<file path="src/rtl/mbp_pkg.sv">
package mbp_pkg;
  localparam int AD_W = 8;

  typedef enum logic {
    MODE_LEVEL = 1'b0,
    MODE_PULSE = 1'b1
  } bus_mode_e;

  typedef struct packed {
    logic            as;
    logic            ds;
    logic            rw;
    logic            cs_n;
    logic [AD_W-1:0] ad;
  } pin_s;

  localparam int PIN_W = $bits(pin_s);

  // style chosen by the data-strobe level seen at the address edge
  function automatic bus_mode_e f_mode_of(input logic ds_level);
    return ds_level ? MODE_PULSE : MODE_LEVEL;
  endfunction

  // byte address lies inside the storage array
  function automatic logic f_in_range(input logic [AD_W-1:0] a, input int depth);
    return int'(a) < depth;
  endfunction

  // host is currently asking the port to drive the bus
  function automatic logic f_read_req(input bus_mode_e m, input logic ds,
                                      input logic rw, input logic as_lvl,
                                      input logic sel);
    logic req;
    if (m == MODE_LEVEL) req = ds & rw;
    else                 req = ~ds & rw;
    return req & ~as_lvl & sel;
  endfunction

  // trailing edge of a write in the current style
  function automatic logic f_write_edge(input bus_mode_e m,
                                        input logic ds, input logic ds_prev,
                                        input logic rw, input logic rw_prev,
                                        input logic as_lvl, input logic sel);
    logic ev;
    if (m == MODE_LEVEL) ev = ds_prev & ~ds & ~rw_prev;
    else                 ev = ~rw_prev & rw;
    return ev & ~as_lvl & sel;
  endfunction
endpackage

</file>
<file path="src/rtl/mbp_sync.sv">
module mbp_sync #(
  parameter int              W       = 12,
  parameter logic [W-1:0]    RST_VAL = '0
) (
  input  logic         clk,
  input  logic         rst_n,
  input  logic [W-1:0] d_async,
  output logic [W-1:0] d_sync
);
  for (genvar i = 0; i < W; i++) begin : g_bit
    logic meta_q;
    logic stab_q;
    always_ff @(posedge clk or negedge rst_n) begin
      if (!rst_n) begin
        meta_q <= RST_VAL[i];
        stab_q <= RST_VAL[i];
      end else begin
        meta_q <= d_async[i];
        stab_q <= meta_q;
      end
    end
    assign d_sync[i] = stab_q;
  end
endmodule

</file>
<file path="src/rtl/mbp_cycle_ctrl.sv">
module mbp_cycle_ctrl
  import mbp_pkg::*;
#(
  parameter int DEPTH = 64
) (
  input  logic            clk,
  input  logic            rst_n,
  input  pin_s            pins_s,
  output bus_mode_e       mode_q,
  output logic [AD_W-1:0] addr_q,
  output logic            sel_q,
  output logic            as_fall,
  output logic            rd_act,
  output logic            wr_stb,
  output logic [AD_W-1:0] wr_data
);
  logic            as_prev;
  logic            ds_prev;
  logic            rw_prev;
  logic [AD_W-1:0] ad_prev;

  always_ff @(posedge clk or negedge rst_n) begin
    if (!rst_n) begin
      as_prev <= 1'b0;
      ds_prev <= 1'b0;
      rw_prev <= 1'b1;
      ad_prev <= '0;
    end else begin
      as_prev <= pins_s.as;
      ds_prev <= pins_s.ds;
      rw_prev <= pins_s.rw;
      ad_prev <= pins_s.ad;
    end
  end

  assign as_fall = as_prev & ~pins_s.as;

  always_ff @(posedge clk or negedge rst_n) begin
    if (!rst_n) begin
      mode_q <= MODE_LEVEL;
      addr_q <= '0;
      sel_q  <= 1'b0;
    end else if (as_fall) begin
      mode_q <= f_mode_of(pins_s.ds);
      addr_q <= pins_s.ad;
      sel_q  <= ~pins_s.cs_n;
    end
  end

  assign rd_act  = f_read_req(mode_q, pins_s.ds, pins_s.rw, pins_s.as, sel_q);
  assign wr_stb  = f_write_edge(mode_q, pins_s.ds, ds_prev, pins_s.rw, rw_prev,
                                pins_s.as, sel_q);
  assign wr_data = ad_prev;
endmodule

</file>
<file path="src/rtl/mbp_regfile.sv">
module mbp_regfile
  import mbp_pkg::*;
#(
  parameter int DEPTH = 64
) (
  input  logic            clk,
  input  logic            rst_n,
  input  logic [AD_W-1:0] addr,
  input  logic            wr_en,
  input  logic [AD_W-1:0] wr_data,
  output logic [AD_W-1:0] rd_data
);
  localparam int IDX_W = $clog2(DEPTH);

  logic [AD_W-1:0]  mem_q [DEPTH];
  logic             hit;
  logic [IDX_W-1:0] idx;

  assign hit = f_in_range(addr, DEPTH);
  assign idx = addr[IDX_W-1:0];

  for (genvar e = 0; e < DEPTH; e++) begin : g_ent
    always_ff @(posedge clk or negedge rst_n) begin
      if (!rst_n)                                       mem_q[e] <= '0;
      else if (wr_en && hit && idx == IDX_W'(e))        mem_q[e] <= wr_data;
    end
  end

  assign rd_data = hit ? mem_q[idx] : '0;
endmodule

</file>
<file path="src/rtl/mbp_host_port.sv">
module mbp_host_port
  import mbp_pkg::*;
#(
  parameter int DEPTH = 64
) (
  input  logic            clk,
  input  logic            rst_n,
  input  logic            bus_as,
  input  logic            bus_ds,
  input  logic            bus_rw,
  input  logic            bus_cs_n,
  input  logic [AD_W-1:0] bus_ad_in,
  output logic [AD_W-1:0] bus_ad_out,
  output logic            bus_ad_oe
);
  localparam pin_s PIN_IDLE = '{as: 1'b0, ds: 1'b0, rw: 1'b1, cs_n: 1'b1, ad: '0};

  pin_s            pins_raw;
  pin_s            pins_s;
  bus_mode_e       mode_q;
  logic [AD_W-1:0] addr_q;
  logic            sel_q;
  logic            as_fall;
  logic            rd_act;
  logic            wr_stb;
  logic [AD_W-1:0] wr_data;
  logic [AD_W-1:0] rd_data;

  assign pins_raw = '{as: bus_as, ds: bus_ds, rw: bus_rw, cs_n: bus_cs_n, ad: bus_ad_in};

  mbp_sync #(.W(PIN_W), .RST_VAL(PIN_IDLE)) u_sync (
    .clk     (clk),
    .rst_n   (rst_n),
    .d_async (pins_raw),
    .d_sync  (pins_s)
  );

  mbp_cycle_ctrl #(.DEPTH(DEPTH)) u_ctrl (
    .clk     (clk),
    .rst_n   (rst_n),
    .pins_s  (pins_s),
    .mode_q  (mode_q),
    .addr_q  (addr_q),
    .sel_q   (sel_q),
    .as_fall (as_fall),
    .rd_act  (rd_act),
    .wr_stb  (wr_stb),
    .wr_data (wr_data)
  );

  mbp_regfile #(.DEPTH(DEPTH)) u_rf (
    .clk     (clk),
    .rst_n   (rst_n),
    .addr    (addr_q),
    .wr_en   (wr_stb),
    .wr_data (wr_data),
    .rd_data (rd_data)
  );

  assign bus_ad_oe  = rd_act;
  assign bus_ad_out = rd_act ? rd_data : '0;
endmodule

</file>
<file path="config.mk">
export PLATFORM = sky130hd
export DESIGN_NAME = mbp_host_port
export DESIGN_NICKNAME = d
export VERILOG_FILES = /design/src/rtl/mbp_pkg.sv /design/src/rtl/mbp_sync.sv /design/src/rtl/mbp_cycle_ctrl.sv /design/src/rtl/mbp_regfile.sv /design/src/rtl/mbp_host_port.sv
export SDC_FILE = /design/constraint.sdc
export NUM_CORES = 1
export LEC_CHECK = 0
export ABC_AREA = 1
export CELL_PAD_IN_SITES_DETAIL_PLACEMENT = 0
export CELL_PAD_IN_SITES_GLOBAL_PLACEMENT = 1
export CORE_ASPECT_RATIO = 1.75
export CORE_UTILIZATION = 40
export DETAILED_ROUTE_END_ITERATION = 10
export DONT_BUFFER_PORTS = 1
export PLACE_DENSITY_LB_ADDON = 0.1
export SYNTH_ARGS = -nofsm -noshare
export SYNTH_HDL_FRONTEND = slang
export SYNTH_SLANG_ARGS = --single-unit
</file>
<file path="constraint.sdc">
create_clock -name clk -period 6.82 [get_ports clk]
set_clock_uncertainty 0.15 [all_clocks]
set_input_delay 1.705 -clock clk [delete_from_list [all_inputs] [get_ports clk]]
set_output_delay 1.705 -clock clk [all_outputs]
set_load 0.01 [all_outputs]
</file>
==> summary.md, run 1 <==
| Metric | Value |
|---|---|
| DRC | 0 |
| Hold Path Origin | u_sync.g_bit[3].meta_q |
| CTS tree | done |
| Worst path slowest cell | dfrtp_4 |
| Synth warnings | 0 |
| Status | complete, but fails checks |
| Synth Cell Area | 25590 um2 |
| Die X | 193.2 um |
| Drt wl/cell | 20.06 um |
| Maximum Capacitance Violations | 0 |
| Final hold viol count | 0 |
| Final setup TNS | 0 ps |
| Ranking of synthesized cells by area | dfrtp_1 (54%), nand2_1 (26%), o21ai_0 (7.6%) |
| Area leader, netlist | dfrtp_1 |
| Placed cells | 3896 |
| CTS H-tree lvls | 2 |
| Via count | 20.72k |
| Final Core Density | 43.73% |
| CP dominant cell by count | nand2_1 |
| CP cell instances | inv_8 > buf_4 > nand2_1 > nand2_1 > nand2_1 > nand2_1 > nand2_1 > nand2_1 > o21ai_0 > nand2_1 > nor2_1 > nor2_1 |
| Clock latency on the worst-skew pair | 630 ps |
| Share of the synthesized area in the top cell type | 53.97% |
| PostCTS Resize Cnt | 0 |
| Root Buffer | clkbuf_16 |
| RePlAce Congestion | 0.8216 |
| DR iter-0 viols | 1611 |
| FF-to-FF Start | u_ctrl.addr_q[0] |
| Post-synthesis net count | 3298 |
| Post-synth EDFFs | 0 |
| Worst-Margin Slew | 2770 ps |
| Ports | 23 |
| Headroom to the max-slew limit | -84.70% |
| Diodes inserted | 0 |
| Ys flop type | dfrtp_1 |
| # port buffers | 0 |
| Worst Path Max Fanout | 80 |
| Syn Area/Cell | 7.793 um2 |
| Clk slew on worst S/H paths | 60 ps |
| Fin worst setup slack | 1174 ps |
| RSZ-0062 raised after global routing | false |
| Routed Antenna Nets | 0 |
| Synth cell count leaders | nand2_1 (1763), dfrtp_1 (552), o21ai_0 (387) |
| Final setup fails | 0 |
| First-pass DRT Iterations | 5 |
| Leak | 13.97 nW |
| Gr usage total | 25.17% |
| Die H | 336.6 um |
| Largest net degree at the start of global routing | 558 |
| CTS buffer count | 54 |
| P&R area growth vs syn | 7.983% |
| DP HPWL | 47.37 mm |
| Die Area | 65040 um2 |
| Critical path class | reg2out |
| Post-CTS setup buffers | 0 |
| GR Overflow Total | 0 |
| Final Max Slew Viols | 310 |
| # fillers | 6559 |
| Asr flop ratio synth | 100.0% |
| Crit-path leading delay family | simple AND/OR/NAND/NOR gates |
| Clock buffer depth | 3 |
| Worst setup EP type | output port |
| Fin crit period | 5646 ps |
| Vias in the first global route | 20.72k |
| Starting Density | 40.50% |
| Finished Layout Cells | 3995 |
| Design area | 27640 um2 |
| Total Wirelength | 80.15 mm |
| Crit path largest cell delay | 700 ps |
| Total power | 7.072 mW |
| FF+latch count, synth | 557 |
| Antenna violations before repair | 0 |
| Syn Inst Count | 3284 |
| P per Cell Area | 255.9 nW/um2 |
| Clock sinks | 557 |
| Fmax achieved | 0.1771 GHz |
| Sequential fraction of the synthesis area | 54.49% |
| Critical Path Start Type | register |
| Via-to-Cell Ratio | 5.186 |
| Fin nets | 3160 |
| DP Area | 25790 um2 |
| Failing checks | max-slew violations |
| First-pass GRT wire length | 124.9 mm |
| Worst Hold Class | reg2reg |
| Layout cells sized above 1 | 6.115% |
| CP Launch Point | u_ctrl.addr_q[0] |
| Std-Cell Rows | 122 |
| Hold WS | 197.6 ps |
| Peak VDD IR | 0.2058 mV |
| Yosys cell types | 30 |
| Worst path arrival time | 3790 ps |
| Worst EP required | 4970 ps |
| Count leader, synth | nand2_1 |
| Core area | 63200 um2 |
| DP Worst Slack | 1813 ps |
| CP Buf/Inv Count | 2 |
| Fin crit share | 82.79% |
| # hold bufs at CTS | 0 |
-- layout by cell type (no fill, tap or decap), types with 13 or more instances in the layout --
cell type / count
buf_4: 21
clkbuf_16: 54
dfrtp_1: 550
nand2_1: 1763
nand2_2: 13
nand2_4: 20
nand3_1: 81
nor2_1: 35
o21ai_0: 387
o21ai_1: 145
o21ai_2: 13
-- sequential cells by signal, summed over array words and instances, names as in the netlist --
register / flops
u_ctrl.addr_q: 8
u_ctrl.as_prev: 1
u_ctrl.ds_prev: 1
u_ctrl.mode_q: 1
u_ctrl.rw_prev: 1
u_ctrl.sel_q: 1
u_ctrl.wr_data: 8
u_rf.mem_q: 512
u_sync.g_bit.meta_q: 12
u_sync.g_bit.stab_q: 12
-- final timing paths --
kind / slack, ps / cells past startpoint / endpoint
setup / recovery: 1170 / 12 / bus_ad_out[2]
hold / removal: 200 / 0 / u_sync.g_bit[3].stab_q
setup reg to reg: 2780 / 5 / u_rf.mem_q[3]
hold reg to reg: 200 / 0 / u_sync.g_bit[3].stab_q
max in group asynchronous: 3720 / 0 / u_rf.mem_q[26]
min in group asynchronous: 620 / 0 / u_rf.mem_q[252]
-- power breakdown --
group	leakage, nW	switching [mW]	total (mW)	internal, mW
Combinational	5.39	0.428	0.502	0.0739
Clock	0.914	1.35	3.17	1.81
Sequential	7.67	0.0455	3.40	3.36
-- kinds of logic after synthesis --
| kind of cell | Yosys count | synth area share [%] |
|---|---|---|
| simple gates | 1934 | 29.93 |
| compound gates | 550 | 10.96 |
| mux | 5 | 0.2200 |
| flops | 557 | 54.49 |
| buf+inv | 238 | 4.400 |
-- final cells by class --
type	count	area [um2]	share of cell area, %
flip-flops and latches	557	13950	50.48
multi-input cells	2489	10530	38.08
clock buffers	75	1550	5.609
well taps	806	1008	3.649
clock inverters	24	297.8	1.078
repair buffers	24	217.7	0.7878
inverters	20	85.08	0.3079
-- layer usage --
layer  vias to the layer above  part of all wire [%]  GRT usage, %
met5                         -                     0             0
met4                         0                   4.2         10.79
met3                       142                   3.7         3.021
met2                       416                    51         45.54
met1                     10040                    41         30.12
li1                      10120                     -             -
-- worst reg2reg max path: stages, from the launching register on --
cell and delay, ps:
dfrtp_4 790, buf_12 660, nand2_1 440, nor2_1 890, nand2_1 670, o21ai_0 350
Power figures use the tool's default switching activity.
==> inputs of run 2 (changes only) <==
==> constraint.sdc (replaced) <==
create_clock -name clk -period 5.8 [get_ports clk]
set_clock_uncertainty 0.15 [all_clocks]
set_input_delay 1.45 -clock clk [delete_from_list [all_inputs] [get_ports clk]]
set_output_delay 1.45 -clock clk [all_outputs]
set_load 0.01 [all_outputs]
==> run 2 against run 1 <==
Largest cell class unchanged. Wire length is 0.79% lower. Sequential power is 17% higher. The flow still finishes with violations (max-slew violations). Design area hardly changed. Non-clock buffer count is 8 higher. Register-to-register slack worse by 620 ps. Utilization hardly changed. Count of clock-buffer cells in the layout is 4 higher. Die area stayed put. Clock power is 14% higher.
==> summary.md, run 2 (synthesis gave the netlist of run 1 again) <==
| Metric | Value |
|---|---|
| DP Worst Slack | 1492 ps (-321.5 ps) |
| Fin worst setup slack | 820.9 ps (-352.9 ps) |
| Clock latency on the worst-skew pair | 620 ps (about the same) |
| Final setup TNS | 0 ps (unchanged) |
| Worst setup EP type | output port |
| Fin crit share | 85.85% |
| Final Max Slew Viols | 407 (+31%) |
| Clk slew on worst S/H paths | 70 ps (about the same) |
| Fin nets | 3168 (+0.25%) |
| Core area | 63200 um2 (unchanged) |
| P&R area growth vs syn | 7.993% (about the same) |
| Total Wirelength | 79.52 mm (-0.79%) |
| Critical path class | reg2out |
| Most common cell after layout, fill and taps aside | nand2_1 |
| Ports | 23 (unchanged) |
| Design area | 27640 um2 (about the same) |
| First-pass DRT Iterations | 5 (unchanged) |
| Clock buffer depth | 3 (unchanged) |
| CTS buffer count | 54 (unchanged) |
| Fmax achieved | 0.2008 GHz |
| Hold Path Origin | u_sync.g_bit[11].meta_q |
| Drt wl/cell | 19.88 um (-0.89%) |
| Peak VDD IR | 0.2369 mV (+15%) |
| Headroom to the max-slew limit | -39.80% (+45 points) |
| Worst hold endpoint | u_sync.g_bit[11].stab_q |
| Most frequent cells in the layout | nand2_1 (1763), dfrtp_1 (550), o21ai_0 (387), o21ai_1 (145), nand3_1 (81) |
| Hold WS | 194.7 ps (-2.946 ps) |
| Reg2reg path depth | 7 (+2) |
| Max reg flops | 512 (unchanged) |
| Diodes inserted | 0 (unchanged) |
| Reg-to-reg slack, setup | 2160 ps (-620 ps) |
| Largest net degree at the start of global routing | 558 (unchanged) |
| CTS H-tree lvls | 2 (unchanged) |
| Hold path depth | 0 (unchanged) |
| Routed Antenna Nets | 0 (unchanged) |
| Std-Cell Rows | 122 (unchanged) |
| Vias in the first global route | 20.63k (-0.43%) |
| Critical Path Start Type | register |
| Clock sinks | 557 (unchanged) |
| Largest regs | u_rf.mem_q x512, u_sync.g_bit.meta_q x12, u_sync.g_bit.stab_q x12 |
| DRC | 0 (unchanged) |
| Worst Path Max Fanout | 94 (+18%) |
| # hold bufs at CTS | 0 (unchanged) |
| FF-to-FF Start | u_ctrl.addr_q[3] |
| Placed cells | 3904 (+0.21%) |
| Gr usage total | 25.01% (-0.16 points) |
| Layout cells sized above 1 | 6.044% (-0.070 points) |
| Die X | 193.2 um (unchanged) |
| Die H | 336.6 um (unchanged) |
| Status | complete, but fails checks |
| First-pass GRT wire length | 125.0 mm (about the same) |
| Failing checks | max-slew violations |
| Finished Layout Cells | 3999 (+0.10%) |
| PostCTS Resize Cnt | 0 (unchanged) |
| Leak | 13.98 nW (about the same) |
| DR iter-0 viols | 1764 (+9.5%) |
| Via count | 20.70k (-0.10%) |
| Worst EP required | 4200 ps (-770 ps) |
| Root Buffer | clkbuf_16 |
| Fin crit period | 4979 ps |
| Worst Hold Class | reg2reg |
| Die Area | 65040 um2 (unchanged) |
| CTS tree | done |
| Worst path arrival time | 3380 ps (-410 ps) |
| DP HPWL | 46.82 mm (-1.2%) |
| Starting Density | 40.50% (unchanged) |
| RePlAce Congestion | 0.8125 (-1.1%) |
| Worst reg2reg path endpoint | u_rf.mem_q[451] |
| Largest Register | u_rf.mem_q |
| Maximum Capacitance Violations | 0 (unchanged) |
| Post-CTS setup buffers | 0 (unchanged) |
| Final Core Density | 43.74% (about the same) |
| Final hold viol count | 0 (unchanged) |
| Total power | 8.218 mW (+16%) |
| Via-to-Cell Ratio | 5.175 (-0.20%) |
| DP Area | 25870 um2 (+0.33%) |
| # port buffers | 0 (unchanged) |
| P per Cell Area | 297.3 nW/um2 (+16%) |
| Antenna violations before repair | 0 (unchanged) |
| Final setup fails | 0 (unchanged) |
| RSZ-0062 raised after global routing | false |
| Worst-Margin Slew | 2097 ps (-673.5 ps) |
| GR Overflow Total | 0 (unchanged) |
## run 2: final cells by class
cell class	count	area, um2
Fill cell	6660	35560
Sequential cell	557	13950
Multi-Input combinational cell	2489	10530
Clock buffer	79	1556
Tap cell	806	1008
Timing Repair Buffer	32	302.8
Clock inverter	16	209.0
Inverter	20	85.08
## run 2: where the power goes
| part | internal (mW) | leakage [nW] | switching [mW] | total (mW) |
|---|---|---|---|---|
| Sequential | 3.95 | 7.67 | 0.0410 | 3.99 |
| Combinational | 0.0986 | 5.44 | 0.515 | 0.614 |
| Clock | 2.07 | 0.874 | 1.55 | 3.62 |
## run 2: critical path, stage by stage (launching register included)
cell and delay (ps):
dfrtp_4 540, inv_8 470, buf_4 420, nand2_1 90, nand2_1 70, nand2_1 60, nand2_1 100, nand2_1 50
nand2_1 190, o21ai_0 110, nand2_1 190, nor2_1 70, nor2_1 280
## run 2: worst max path at each step
stage / startpoint / end / slack [ps] / cells after the start
after global routing: u_ctrl.addr_q[0] / bus_ad_out[5] / 620 / 12
after global placement: u_ctrl.addr_q[0] / bus_ad_out[5] / 1490 / 12
after floorplan: u_ctrl.addr_q[0] / bus_ad_out[1] / 2450 / 14
final: u_ctrl.addr_q[0] / bus_ad_out[5] / 820 / 12
after detailed placement: u_ctrl.addr_q[0] / bus_ad_out[5] / 1490 / 12
after CTS: u_ctrl.addr_q[0] / bus_ad_out[5] / 810 / 12
## run 2: layer usage
layer	GRT usage, %	vias up	share of wire [%]	wire length, um
li1	-	10120	-	-
met1	31.20	10010	43	33880
met2	44.32	439	50	39580
met3	2.591	134	3.7	2917
met4	10.14	0	3.9	3135
met5	0	-	0	0
